==> src/rtl/brpred_pkg.sv <==
package brpred_pkg;
  typedef struct packed {
    logic stall;       // hold PC and decode contents
    logic loadDec;     // capture the fetch-side branch data
    logic redirect;    // wrong guess resolved this cycle
    logic redirTaken;  // corrected direction of the resolved branch
    logic predTaken;   // fetch-side guess is taken
  } brStrobe_t;
endpackage

==> src/rtl/brpred_dp.sv <==
module brpred_dp
  import brpred_pkg::*;
#(
  parameter int XLEN  = 32,
  parameter int OFF_W = 16
) (
  input  logic            clk,
  input  logic            rstN,
  input  logic [XLEN-1:0] fetchPc,
  input  logic [OFF_W-1:0] fetchOffset,
  input  logic [XLEN-1:0] rsVal,
  input  logic [XLEN-1:0] rtVal,
  input  brStrobe_t       strobe,
  output logic            fetchNeg,
  output logic            operandsEq,
  output logic [XLEN-1:0] nextPc
);
  localparam int SHIFT       = 2;
  localparam int EXT_W       = XLEN - OFF_W - SHIFT;
  localparam int INSTR_BYTES = 1 << SHIFT;

  logic [XLEN-1:0] offBytes;
  logic [XLEN-1:0] seqPc;
  logic [XLEN-1:0] fetchTarget;
  logic [XLEN-1:0] decTarget;
  logic [XLEN-1:0] decFall;

  assign offBytes    = {{EXT_W{fetchOffset[OFF_W-1]}}, fetchOffset, {SHIFT{1'b0}}};
  assign seqPc       = fetchPc + XLEN'(INSTR_BYTES);
  assign fetchTarget = seqPc + offBytes;
  assign fetchNeg    = fetchOffset[OFF_W-1];
  assign operandsEq  = (rsVal == rtVal);

  always_ff @(posedge clk) begin
    if (!rstN) begin
      decTarget <= '0;
      decFall   <= '0;
    end else if (strobe.loadDec) begin
      decTarget <= fetchTarget;
      decFall   <= seqPc;
    end
  end

  always_comb begin
    if (strobe.stall)         nextPc = fetchPc;
    else if (strobe.redirect) nextPc = strobe.redirTaken ? decTarget : decFall;
    else if (strobe.predTaken) nextPc = fetchTarget;
    else                      nextPc = seqPc;
  end

  // a held cycle keeps fetching the same address
  p_hold_keeps_pc_r7: assert property (@(posedge clk) disable iff (!rstN)
    strobe.stall |-> (nextPc == fetchPc));

  // the captured branch addresses survive the hold unchanged
  p_hold_keeps_dec_r7: assert property (@(posedge clk) disable iff (!rstN)
    strobe.stall |=> ($stable(decTarget) && $stable(decFall)));
endmodule

==> src/rtl/brpred_ctl.sv <==
module brpred_ctl
  import brpred_pkg::*;
#(
  parameter int OP_W  = 6,
  parameter int OP_EQ = 4,
  parameter int OP_NE = 5
) (
  input  logic            clk,
  input  logic            rstN,
  input  logic [OP_W-1:0] fetchOp,
  input  logic            fetchNeg,
  input  logic            operandsEq,
  input  logic            depHazard,
  output brStrobe_t       strobe
);
  logic fetchIsEq, fetchIsNe, fetchIsBr;
  logic decValid, decPred, decNe, heldOnce;
  logic resolve, actualTaken;

  assign fetchIsEq = (fetchOp == OP_W'(OP_EQ));
  assign fetchIsNe = (fetchOp == OP_W'(OP_NE));
  assign fetchIsBr = fetchIsEq | fetchIsNe;

  assign actualTaken = decNe ? !operandsEq : operandsEq;

  always_comb begin
    strobe.stall      = decValid && depHazard && !heldOnce;
    resolve           = decValid && !strobe.stall;
    strobe.redirect   = resolve && (actualTaken != decPred);
    strobe.redirTaken = actualTaken;
    strobe.loadDec    = !strobe.stall;
    strobe.predTaken  = fetchIsBr && fetchNeg;
  end

  always_ff @(posedge clk) begin
    if (!rstN) begin
      decValid <= 1'b0;
      decPred  <= 1'b0;
      decNe    <= 1'b0;
      heldOnce <= 1'b0;
    end else begin
      heldOnce <= strobe.stall;
      if (strobe.loadDec) begin
        decValid <= fetchIsBr && !strobe.redirect;
        decPred  <= fetchNeg;
        decNe    <= fetchIsNe;
      end
    end
  end

  // a branch is held for at most one cycle
  p_single_hold_r7: assert property (@(posedge clk) disable iff (!rstN)
    strobe.stall |=> !strobe.stall);

  // the squashed slot never resolves as a branch
  p_squash_slot_r6: assert property (@(posedge clk) disable iff (!rstN)
    strobe.redirect |=> !strobe.redirect);
endmodule

==> src/rtl/branch_redirect.sv <==
module branch_redirect
  import brpred_pkg::*;
#(
  parameter int XLEN  = 32,
  parameter int OFF_W = 16,
  parameter int OP_W  = 6,
  parameter int OP_EQ = 4,
  parameter int OP_NE = 5
) (
  input  logic             clk,
  input  logic             rstN,
  input  logic [XLEN-1:0]  fetchPc,
  input  logic [OP_W-1:0]  fetchOp,
  input  logic [OFF_W-1:0] fetchOffset,
  input  logic [XLEN-1:0]  decRsVal,
  input  logic [XLEN-1:0]  decRtVal,
  input  logic             decDepHazard,
  output logic [XLEN-1:0]  nextPc,
  output logic             flushFetch,
  output logic             mispredict,
  output logic             holdDecode
);
  brStrobe_t strobe;
  logic      fetchNeg;
  logic      operandsEq;

  brpred_ctl #(.OP_W(OP_W), .OP_EQ(OP_EQ), .OP_NE(OP_NE)) u_ctl (
    .clk        (clk),
    .rstN       (rstN),
    .fetchOp    (fetchOp),
    .fetchNeg   (fetchNeg),
    .operandsEq (operandsEq),
    .depHazard  (decDepHazard),
    .strobe     (strobe)
  );

  brpred_dp #(.XLEN(XLEN), .OFF_W(OFF_W)) u_dp (
    .clk         (clk),
    .rstN        (rstN),
    .fetchPc     (fetchPc),
    .fetchOffset (fetchOffset),
    .rsVal       (decRsVal),
    .rtVal       (decRtVal),
    .strobe      (strobe),
    .fetchNeg    (fetchNeg),
    .operandsEq  (operandsEq),
    .nextPc      (nextPc)
  );

  assign flushFetch = strobe.redirect;
  assign mispredict = strobe.redirect;
  assign holdDecode = strobe.stall;

  // a hold cycle never flushes
  p_hold_no_flush_r7: assert property (@(posedge clk) disable iff (!rstN)
    holdDecode |-> !flushFetch);
endmodule

==> config.mk <==
export PLATFORM = sky130hd
export DESIGN_NAME = branch_redirect
export DESIGN_NICKNAME = d
export VERILOG_FILES = /design/src/rtl/brpred_pkg.sv /design/src/rtl/brpred_dp.sv /design/src/rtl/brpred_ctl.sv /design/src/rtl/branch_redirect.sv
export SDC_FILE = /design/constraint.sdc
export NUM_CORES = 1
export LEC_CHECK = 0
export BUFFER_PORTS_ARGS = -buffer_cell sky130_fd_sc_hd__buf_2
export CORE_ASPECT_RATIO = 1.2
export CORE_MARGIN = 3
export CORE_UTILIZATION = 36
export CTS_CLUSTER_DIAMETER = 200
export CTS_CLUSTER_SIZE = 12
export DETAILED_ROUTE_END_ITERATION = 8
export MAX_ROUTING_LAYER = met4
export PLACE_DENSITY_LB_ADDON = 0.15
export SLEW_MARGIN = 20
export SYNTH_ARGS = -nofsm -noshare
export SYNTH_HDL_FRONTEND = slang
export SYNTH_SLANG_ARGS = --single-unit
export TNS_END_PERCENT = 20
==> constraint.sdc <==
create_clock -name clk -period 4.85 [get_ports clk]
set_input_delay 0.97 -clock clk [delete_from_list [all_inputs] [get_ports clk]]
set_output_delay 0.97 -clock clk [all_outputs]
set_load 0.02 [all_outputs]
==> metrics, run 1 <==
vias in the first global route 7462; largest net degree at the start of global routing 59; post-synthesis cell count between 800 and 900; Worst-Margin Slew ~0.86 ns; Synth top area share between 20% and 30%; Slowest Stage Delay on Critical Path 0.33 ns; Max Buffers Root-to-Sink 2; Cell Area, Synth 0.006203 mm^2; dpl hpwl 18260 um; outcome complete, but fails checks; final worst-path cycle share 106.1%; Setup Skew 0.008726 ns; Yosys cell types 71; Initial DRC Count just over 600; Async SR Flop Fraction 0%; multiplexer share of the synthesized area around 2.9%; Synth Warn # 0; DR WL/cell around 18 um; share of post-route cells with drive strength above 1 44.15%; Antenna Nets Post-Route 0; CP Cell Sequence buf_2 > nand3_4 > buf_4 > nor3_4 > buf_4 > and3_4 > nand2_1 > xor2_1 > inv_1 > ha_4 > inv_1 > nor3_4 > nor4_2 > o41ai_2 > a211o_1 > o41ai_4 > buf_4 > xor2_1 > a211oi_2 > buf_4; total number of vias approximately 7700; Core Region around 0.017 mm^2; # rows between 50 and 60; Synth-to-Final Area Change 60.10%; CTS Root Cell clkbuf_16; failing checks setup timing; synthesis-stage register bit count 66; post-synthesis simple-gate area fraction between 20 and 30%; minimum clock period between 5 and 6 ns; worst-skew pair later-pin latency about 0.35 ns; relative slew slack about 43%; CP max FO 3; pre-CTS setup slack -0.6684 ns; Post-Syn Nets ~1000; drt drc 0; CP arrival between 4 and 5 ns; Crit path buffers/inverters 7; pwr dens about 220 mW/mm^2; setup ws final -0.2951 ns; total wire length 25080 um; port bufs around 160; initial antenna violation count 0; Setup Viol. Count Final 18; most common library cells after synthesis 99 x nor2_1, 97 x nand2_1, 66 x dfxtp_1; Required @ worst endpoint slightly below 4 ns; depth of the CTS H-tree 3; RD Place Congestion between 0.9 and 1; RSZ-0062 raised after global routing true; first-pass GRT wire length around 38000 um; Lkg Pwr around 4.6 nW; area leader, netlist dfxtp_1; clk sinks 66; Synth Flop Type dfxtp_1; FF/Latch Area roughly 0.0013 mm^2; Max VDD drop around 0.17 mV; CP delay by family, top buffers and inverters; max cap viols 0; Starting Density around 37%; crit start category input port; full die area about 0.019 mm^2; Max Transition Viols Final 0; multi-input logic area between 0.005 and 0.006 mm^2; post-synthesis sequential area ratio 21.30%; die extent in x between 100 and 150 um; largest family of logic cells by synthesized area simple AND/OR/NAND/NOR gates; xor/xnor share of the synthesized area 13.13%; cell with the most instances on the worst path buf_4; Post-synth EDFFs 0; DR pass1 iterations 5; Synth Area in Compound Gates 24.38%; Synth area leaders dfxtp_1 21%, xor2_1 8.2%, ha_1 7.5%; Hold Path Class flop to flop; Synth Area per Inst roughly 7.3 um^2; total CTS buffers 9; Finished Core Util between 50 and 60%; Die Span Y approximately 150 um; CP Capture Type output pin; GRT Util Overall a little over a quarter; CTS tree built; worst setup path class input port to output pin; Hold Fails Final Rpt 0; clk slew on worst S/H paths around 0.06 ns; IO Pins ~160; Vias/cell 5.461; adder-cell share of the synthesized area under 10%; fill cell count around 1600; Critical-path top delay cell o41ai_2; FMAX between 0.15 and 0.2 GHz; Ant. Diodes 0; GRT Residual Overflow 0; Final nets roughly 1400; count leader, synth nor2_1
-- worst register-to-register path: stages, from the launching register on --
cell and delay (ns):
dfxtp_1 0.32, nor2b_1 0.06, buf_4 0.18, nand2_2 0.10, buf_4 0.49, nand2_1 0.40, a21oi_1 0.22, a31o_2 0.12
-- per-stage QoR --
step / setup TNS (ns) / total power, W / cell area [um^2] / std cells / hold slack (ns)
final: -2.833 / 0.002159 / 9932 / 1408 / 0.4502
after global routing: -6.065 / 0.002271 / 9932 / 1408 / 0.4672
after CTS: -3.081 / 0.002081 / 9400 / 1397 / 0.4519
after detailed placement: -8.081 / 0.001374 / 8593 / 1366 / 0.4435
after global placement: -8.286 / 0.001369 / 8591 / 1366 / 0.4347
after floorplan: -0.08479 / 0.001018 / 6243 / 847 / 0.4275
-- kinds of logic (layout without fill, tap and decap cells) --
group | Yosys count | in the layout
multiplexers | 17 | 17
AND/OR/NAND/NOR | 338 | 338
adder cells (fa/ha/maj) | 38 | 38
AO/OA/AOI/OAI | 229 | 229
XOR/XNOR | 89 | 89
flip-flops | 66 | 66
buffers and inverters | 70 | 419
-- state kept, by name, summed over array words and instances (netlist names) --
name / cells
u_ctl.decNe: 1
u_ctl.decPred: 1
u_ctl.decValid: 1
u_ctl.heldOnce: 1
u_dp.decFall: 32
u_dp.decTarget: 30
-- metal layers --
metal | track usage (%) | wire length, um | vias to the layer above
met5 | - | 0 | -
met1 | 31.13 | 10350 | 3569
met4 | 8.637 | 856 | 0
met3 | 3.463 | 1580 | 59
met2 | 45.69 | 12300 | 306
li1 | - | - | 3755
-- layout by cell type, fill, tap and decap left out, drive strengths merged, types with 4 or more instances in the layout --
cell type	count
nor2	100
ha	37
a31oi	7
a21o	9
and3	16
a221o	6
o22ai	5
nand2	98
nor3	31
xor2	58
mux2i	7
inv	29
a21boi	6
nand4	10
o31ai	4
nor2b	4
xnor2	29
o21ai	44
o311ai	4
nand2b	4
a211oi	30
mux2	10
o211ai	6
dfxtp	66
clkbuf	9
nand3	26
and2	12
or3	6
nand3b	6
a21oi	65
nor4	12
and4	6
buf	377
o21a	5
a22oi	11
-- final timing paths --
path / from / to / slack [ns] / depth (start not counted)
hold / removal: u_dp.decFall[1]$_SDFFE_PN0N_ / u_dp.decFall[1]$_SDFFE_PN0N_ / 0.45 / 2
hold reg to reg: u_dp.decFall[1]$_SDFFE_PN0N_ / u_dp.decFall[1]$_SDFFE_PN0N_ / 0.45 / 2
setup / recovery: fetchPc[5] / nextPc[31] / -0.30 / 20
setup reg to reg: u_ctl.heldOnce$_SDFF_PN0_ / u_dp.decTarget[25]$_SDFFE_PN0N_ / 2.92 / 7
-- final cells by class --
cell class | count | area share, %
Timing Repair Buffer | 377 | 25.47
Clock inverter | 7 | 0.5165
Multi-Input combinational cell | 711 | 54.76
Inverter | 26 | 1.008
Clock buffer | 9 | 2.268
Sequential cell | 66 | 13.30
Tap cell | 212 | 2.671
-- where the power goes --
group          switching [W]  internal, W  leakage (nW)  total [W]
Clock               0.000289     0.000350         0.133   0.000639
Sequential         0.0000260     0.000596         0.549   0.000622
Combinational       0.000444     0.000455          3.90   0.000899
Total               0.000758      0.00140          4.58    0.00216
-- repair_timing --
item                                    4_1_cts  5_1_grt
pin swaps                                    43       36
endpoints found under the setup margin       22       22
buffers inserted                             15       11
resized for setup                            90       80
hold buffers                                  0        0
(Power assumes the default switching activity.)
==> run 2: changes to the inputs <==
--- a/config.mk
+++ b/config.mk
@@ -5,7 +5,7 @@
 export SDC_FILE = /design/constraint.sdc
 export NUM_CORES = 1
 export LEC_CHECK = 0
-export BUFFER_PORTS_ARGS = -buffer_cell sky130_fd_sc_hd__buf_2
+export BUFFER_PORTS_ARGS = -buffer_cell sky130_fd_sc_hd__buf_4
 export CORE_ASPECT_RATIO = 1.2
 export CORE_MARGIN = 3
 export CORE_UTILIZATION = 36
==> metrics, run 2 (synthesis gave the netlist of run 1 again) <==
port bufs 155 (unchanged); DR WL/cell 17.54 um (was 17.81 um); Power Total 0.002315 W (was 0.002159 W); CP max FO 3 (unchanged); relative slew slack 27.76% (was 42.61%); Required @ worst endpoint 3.88 ns (about the same); Finished Core Util 60.78% (was 59.86%); RD Place Congestion 0.9398 (was 0.9196); commonest non-fill, non-tap cell in the layout buf_4 (unchanged); WHS 0.4462 ns (was 0.4502 ns); fill cell count 1530 (was 1588); depth of the CTS H-tree 3 (unchanged); crit start category input port (unchanged); dpl cells 1369 (was 1366); share of post-route cells with drive strength above 1 42.29% (was 44.15%); RSZ-0062 raised after global routing true (unchanged); Synth-to-Final Area Change 62.57% (was 60.10%); pwr dens 229.5 mW/mm^2 (was 217.4 mW/mm^2); total wire length 24540 um (was 25080 um); worst-skew pair later-pin latency 0.35 ns (about the same); cell with the most instances on the worst path buf_4 (unchanged); CTS tree built (unchanged); CTS Root Cell clkbuf_16 (unchanged); dpl hpwl 18130 um (was 18260 um); Hold Fails Final Rpt 0 (unchanged); Top Registers u_dp.decFall (32), u_dp.decTarget (30) (unchanged); pre-CTS setup slack -0.6679 ns (was -0.6684 ns); vias in the first global route 7428 (was 7462); Max Buffers Root-to-Sink 2 (unchanged); Antenna Nets Post-Route 0 (unchanged); Final nets 1341 (was 1350); multi-input logic area 0.005253 mm^2 (was 0.005439 mm^2); Max VDD drop 0.1580 mV (was 0.1728 mV); Die Span Y 149.8 um (unchanged); CP Capture Type output pin (unchanged); clk slew on worst S/H paths 0.06 ns (about the same); FF/Latch Area 0.001321 mm^2 (unchanged); Core Region 0.01659 mm^2 (unchanged); most frequent cells in the layout 362 x buf_4, 96 x nor2_1, 95 x nand2_1, 66 x dfxtp_1, 54 x a21oi_1 (was 226 x buf_4, 142 x buf_2, 94 x nand2_1, 94 x nor2_1, 66 x dfxtp_1); max cap viols 0 (unchanged); CP Cell Sequence buf_4 > nand3_2 > buf_4 > nor4_4 > buf_4 > nand4_1 > xor2_1 > inv_1 > ha_4 > a211oi_2 > nor3_2 > nor4_2 > o41ai_2 > buf_4 > o41ai_4 > xor2_1 > a211oi_2 > buf_4 (was buf_2 > nand3_4 > buf_4 > nor3_4 > buf_4 > and3_4 > nand2_1 > xor2_1 > inv_1 > ha_4 > inv_1 > nor3_4 > nor4_2 > o41ai_2 > a211o_1 > o41ai_4 > buf_4 > xor2_1 > a211oi_2 > buf_4); total CTS buffers 9 (unchanged); Lkg Pwr 4.658 nW (was 4.582 nW); DR pass1 iterations 5 (unchanged); drt drc 0 (unchanged); Vias/cell 5.401 (was 5.461); initial antenna violation count 0 (unchanged); largest net degree at the start of global routing 52 (was 59); Largest register FFs 32 (unchanged); Ant. Diodes 0 (unchanged); final worst-path cycle share 105.5% (was 106.1%); final std cells w/o fill 1399 (was 1408); Slowest Stage Delay on Critical Path 0.30 ns (was 0.33 ns); total number of vias 7556 (was 7689); Max Transition Viols Final 0 (unchanged); Critical-path top delay cell o41ai_4 (was o41ai_2); GRT Residual Overflow 0 (unchanged); outcome complete, but fails checks (unchanged); full die area 0.01885 mm^2 (unchanged); # rows 51 (unchanged); Setup Skew 0.004873 ns (was 0.008726 ns); CP arrival 4.15 ns (was 4.18 ns); clk sinks 66 (unchanged); Biggest register u_dp.decFall (unchanged); worst setup path class input port to output pin (unchanged); minimum clock period 5.118 ns (was 5.145 ns); Worst-Margin Slew 1.077 ns (was 0.8609 ns); IO Pins 156 (unchanged); Starting Density 37.39% (unchanged); Initial DRC Count 558 (was 623); GRT Util Overall 26.44% (was 26.12%); setup ws final -0.2682 ns (was -0.2951 ns); FMAX 0.1954 GHz (was 0.1944 GHz); first-pass GRT wire length 38580 um (was 38200 um); Setup Viol. Count Final 19 (was 18); die extent in x 125.8 um (unchanged); Hold Path Class flop to flop (unchanged); failing checks setup timing (unchanged)
run 2: cell count changes in the layout (fill, tap and decap cells not counted), moves of 3 or more:
cell       delta
ha_1          +4
xnor2_2       -3
xnor2_1       +4
and3_1        +3
bufinv_16     +3
inv_6         -3
nor3_2        +4
o21ai_1       +5
a21boi_2      +3
and3_4        -3
buf_2       -142
ha_4          -4
buf_4       +136
run 2: layer usage:
| metal | vias up | global-route usage, % | wire length (um) |
|---|---|---|---|
| li1 | 3724 | - | - |
| met1 | 3550 | 32.61 | 10480 |
| met2 | 248 | 45.53 | 12000 |
| met3 | 34 | 3.891 | 1490 |
| met4 | 0 | 6.867 | 566 |
| met5 | - | - | 0 |
run 2: layout make-up:
| type | instances | area share (%) |
|---|---|---|
| multi-input combinational | 711 | 52.08 |
| timing repair buffer | 368 | 27.70 |
| sequential | 66 | 13.10 |
| tap | 212 | 2.630 |
| clock buffer | 12 | 2.543 |
| clock inverter | 4 | 0.9677 |
| inverter | 26 | 0.9677 |
run 2: worst paths after layout:
kind	from	endpoint	slack (ns)	cells past startpoint
setup / recovery	fetchPc[14]	nextPc[31]	-0.27	18
hold reg to reg	u_dp.decTarget[29]$_SDFFE_PN0N_	u_dp.decTarget[29]$_SDFFE_PN0N_	0.45	2
hold / removal	u_dp.decTarget[29]$_SDFFE_PN0N_	u_dp.decTarget[29]$_SDFFE_PN0N_	0.45	2
setup reg to reg	u_ctl.heldOnce$_SDFF_PN0_	u_dp.decTarget[25]$_SDFFE_PN0N_	2.63	7
run 2: per-stage QoR:
stage / TNS [ns] / area [um^2]
2_1_floorplan: -0.08479 / 6243
5_1_grt: -6.633 / 10080
4_1_cts: -2.940 / 9843
3_5_place_dp: -8.177 / 8989
6_report: -3.079 / 10080
3_3_place_gp: -7.715 / 8989
run 2: critical path, delay by kind of cell:
family                     cells  cell delay, ns
xor gates and xnor gates       2            0.30
buffers and inverters          6            0.89
and+or+nand+nor                5            0.79
adders and majority gates      1            0.25
AOI/OAI and AO/OA              4            0.92
run 2: what timing repair did:
action | in CTS | in global routing
hold buffers | 0 | 0
resized for setup | 86 | 43
pin swaps | 33 | 11
setup endpoints to repair | 22 | 22
setup buffers | 12 | 3
endpoints found under the hold margin | 0 | 0
run 2: where the power goes:
part | total [W] | internal, W | switching [W]
logic | 0.000893 | 0.000471 | 0.000422
registers | 0.000622 | 0.000596 | 0.0000257
clock network | 0.000800 | 0.000531 | 0.000269
total | 0.00231 | 0.00160 | 0.000717
==> run 3: changes to the inputs <==
--- a/config.mk
+++ b/config.mk
@@ -6,9 +6,12 @@
 export NUM_CORES = 1
 export LEC_CHECK = 0
 export BUFFER_PORTS_ARGS = -buffer_cell sky130_fd_sc_hd__buf_4
+export CELL_PAD_IN_SITES_DETAIL_PLACEMENT = 0
+export CELL_PAD_IN_SITES_GLOBAL_PLACEMENT = 1
 export CORE_ASPECT_RATIO = 1.2
 export CORE_MARGIN = 3
 export CORE_UTILIZATION = 36
+export CTS_BUF_LIST = sky130_fd_sc_hd__clkbuf_2 sky130_fd_sc_hd__clkbuf_4 sky130_fd_sc_hd__clkbuf_8
 export CTS_CLUSTER_DIAMETER = 200
 export CTS_CLUSTER_SIZE = 12
 export DETAILED_ROUTE_END_ITERATION = 8
==> metrics, run 3 (synthesis gave the netlist of run 1 again) <==
worst setup path class input port to output pin (unchanged); CTS tree built (unchanged); Max VDD drop 0.1203 mV (was 0.1580 mV); Critical R2R Launch u_ctl.heldOnce$_SDFF_PN0_ (unchanged); worst-case reg-to-reg path depth 8 (was 7); full die area 0.01885 mm^2 (unchanged); Worst R2R End u_ctl.decNe$_SDFFE_PN0N_ (was u_dp.decTarget[25]$_SDFFE_PN0N_); multi-input logic area 0.005507 mm^2 (was 0.005253 mm^2); share of post-route cells with drive strength above 1 45.33% (was 42.29%); Final nets 1354 (was 1341); RD Place Congestion 1.019 (was 0.9398); Synth-to-Final Area Change 67.55% (was 62.57%); DR pass1 iterations 5 (unchanged); most frequent cells in the layout 364 x buf_4, 95 x nor2_1, 90 x nand2_1, 66 x dfxtp_1 (was 362 x buf_4, 96 x nor2_1, 95 x nand2_1, 66 x dfxtp_1, 54 x a21oi_1); IO Pins 156 (unchanged); FF/Latch Area 0.001321 mm^2 (unchanged); WHS 0.4515 ns (was 0.4462 ns); Critical-path top delay cell o31ai_1 (was o41ai_4); commonest non-fill, non-tap cell in the layout buf_4 (unchanged); first-pass GRT wire length 40480 um (was 38580 um); DR WL/cell 18.31 um (was 17.54 um); Die Span Y 149.8 um (unchanged); worst-skew pair later-pin latency 0.38 ns (was 0.35 ns); Required @ worst endpoint 3.88 ns (about the same); outcome complete, but fails checks (unchanged); Hold Fails Final Rpt 0 (unchanged); total CTS buffers 9 (unchanged); vias in the first global route 7725 (was 7428); FMAX 0.1988 GHz (was 0.1954 GHz); dpl hpwl 19100 um (was 18130 um); clk sinks 66 (unchanged); start point of the critical path fetchPc[2] (was fetchPc[14]); GRT Util Overall 27.65% (was 26.44%); Worst-Margin Slew 0.8979 ns (was 1.077 ns); Power Total 0.002159 W (was 0.002315 W); relative slew slack 40.07% (was 27.76%); Worst Setup EP nextPc[30] (was nextPc[31]); clk slew on worst S/H paths 0.08 ns (was 0.06 ns); final worst-path cycle share 103.7% (was 105.5%); setup ws final -0.1798 ns (was -0.2682 ns); CP Cell Sequence buf_12 > ha_4 > nand4_1 > buf_4 > nor4_2 > buf_4 > nand4_1 > xor2_1 > inv_1 > buf_4 > ha_4 > and4_1 > nand3_1 > o31ai_1 > buf_4 > xnor2_2 > nor2_1 > o32a_1 > buf_4 (was buf_4 > nand3_2 > buf_4 > nor4_4 > buf_4 > nand4_1 > xor2_1 > inv_1 > ha_4 > a211oi_2 > nor3_2 > nor4_2 > o41ai_2 > buf_4 > o41ai_4 > xor2_1 > a211oi_2 > buf_4); drt drc 0 (unchanged); Vias/cell 5.411 (was 5.401); total number of vias 7641 (was 7556); port bufs 155 (unchanged); Largest register FFs 32 (unchanged); Core Region 0.01659 mm^2 (unchanged); Top Registers u_dp.decFall (32), u_dp.decTarget (30) (unchanged); Max Buffers Root-to-Sink 2 (unchanged); initial antenna violation count 0 (unchanged); depth of the CTS H-tree 3 (unchanged); RSZ-0062 raised after global routing true (unchanged); Slowest Stage Delay on Critical Path 0.29 ns (was 0.30 ns); crit start category input port (unchanged); cell with the most instances on the worst path buf_4 (unchanged); # rows 51 (unchanged); pwr dens 207.7 mW/mm^2 (was 229.5 mW/mm^2); Antenna Nets Post-Route 0 (unchanged); CP arrival 4.06 ns (was 4.15 ns); Starting Density 37.39% (unchanged); CP Capture Type output pin (unchanged); CP max FO 4 (was 3); Lkg Pwr 4.735 nW (was 4.658 nW); fill cell count 1568 (was 1530); Setup Viol. Count Final 13 (was 19); Reg2Reg Setup Slack 2.77 ns (was 2.63 ns); largest net degree at the start of global routing 59 (was 52); CTS Root Cell clkbuf_8 (was clkbuf_16); max cap viols 0 (unchanged); Initial DRC Count 435 (was 558); minimum clock period 5.030 ns (was 5.118 ns); Biggest register u_dp.decFall (unchanged); Ant. Diodes 0 (unchanged); Setup Skew 0.008911 ns (was 0.004873 ns); die extent in x 125.8 um (unchanged); CTS hold repair buffers 0 (unchanged); GRT Residual Overflow 0 (unchanged); Max Transition Viols Final 0 (unchanged); Hold Path Class flop to flop (unchanged); failing checks setup timing (unchanged); total wire length 25850 um (was 24540 um)
## run 3: cell count changes in the layout (fill, tap and decap cells not counted), moves of 7 or more
| cell | change |
|---|---|
| clkbuf_16 | -9 |
| clkbuf_8 | +7 |
| ha_1 | -7 |
| ha_4 | +8 |
| xnor2_1 | -9 |
| xnor2_2 | +8 |
## run 3: metal layers
metal | vias up | wire (um) | GRT usage [%]
met2 | 222 | 12950 | 47.08
li1 | 3739 | - | -
met3 | 50 | 1193 | 4.106
met4 | 0 | 765 | 8.852
met5 | - | 0 | -
met1 | 3630 | 10940 | 33.84
## run 3: per-stage QoR
step | setup TNS (ns) | area, um^2 | utilization (%) | setup WS [ns] | instances
after floorplan | -0.08479 | 6243 | - | -0.05360 | 847
after CTS | -2.052 | 9945 | 59.94 | -0.2468 | 1407
after global placement | -6.018 | 9001 | 54.25 | -0.4965 | 1364
after global routing | -4.117 | 10390 | 62.65 | -0.3152 | 1412
after detailed placement | -6.458 | 9001 | 54.25 | -0.5394 | 1364
final | -1.266 | 10390 | 62.65 | -0.1798 | 1412
## run 3: critical path, delay by kind of cell
| family | cells | cell delay, ns |
|---|---|---|
| buf+inv | 7 | 1.07 |
| simple gates | 6 | 0.79 |
| compound gates | 2 | 0.48 |
| fa+ha+maj | 2 | 0.39 |
| xor+xnor | 2 | 0.34 |
## run 3: how the worst min path moves through the flow
stage | start | end | slack [ns] | cells past startpoint
floorplan | u_dp.decTarget[29]$_SDFFE_PN0N_ | u_dp.decTarget[29]$_SDFFE_PN0N_ | 0.43 | 2
global placement | u_dp.decTarget[8]$_SDFFE_PN0N_ | u_dp.decTarget[8]$_SDFFE_PN0N_ | 0.44 | 2
detailed placement | u_dp.decTarget[19]$_SDFFE_PN0N_ | u_dp.decTarget[19]$_SDFFE_PN0N_ | 0.44 | 2
CTS | u_dp.decTarget[19]$_SDFFE_PN0N_ | u_dp.decTarget[19]$_SDFFE_PN0N_ | 0.45 | 2
global route | u_dp.decTarget[16]$_SDFFE_PN0N_ | u_dp.decTarget[16]$_SDFFE_PN0N_ | 0.47 | 2
finish | u_dp.decTarget[19]$_SDFFE_PN0N_ | u_dp.decTarget[19]$_SDFFE_PN0N_ | 0.45 | 2
## run 3: area by class of cell
class	count	share of cell area [%]
repair buffers	381	28.64
flip-flops and latches	66	12.71
inverters	26	0.9510
clock buffers	9	1.192
clock inverters	7	0.9751
well taps	212	2.552
multi-input cells	711	52.98
## run 3: power breakdown
| part | total [W] | switching, W | internal, W |
|---|---|---|---|
| registers | 0.000622 | 0.0000268 | 0.000595 |
| logic | 0.000977 | 0.000455 | 0.000522 |
| clock network | 0.000559 | 0.000266 | 0.000294 |
| total | 0.00216 | 0.000748 | 0.00141 |
## run 3: repair_timing
item / CTS / global route
gates resized for setup: 101 / 71
gates cloned: 0 / 0
buffers inserted: 27 / 6
setup endpoints to repair: 21 / 22
pin swaps: 33 / 41
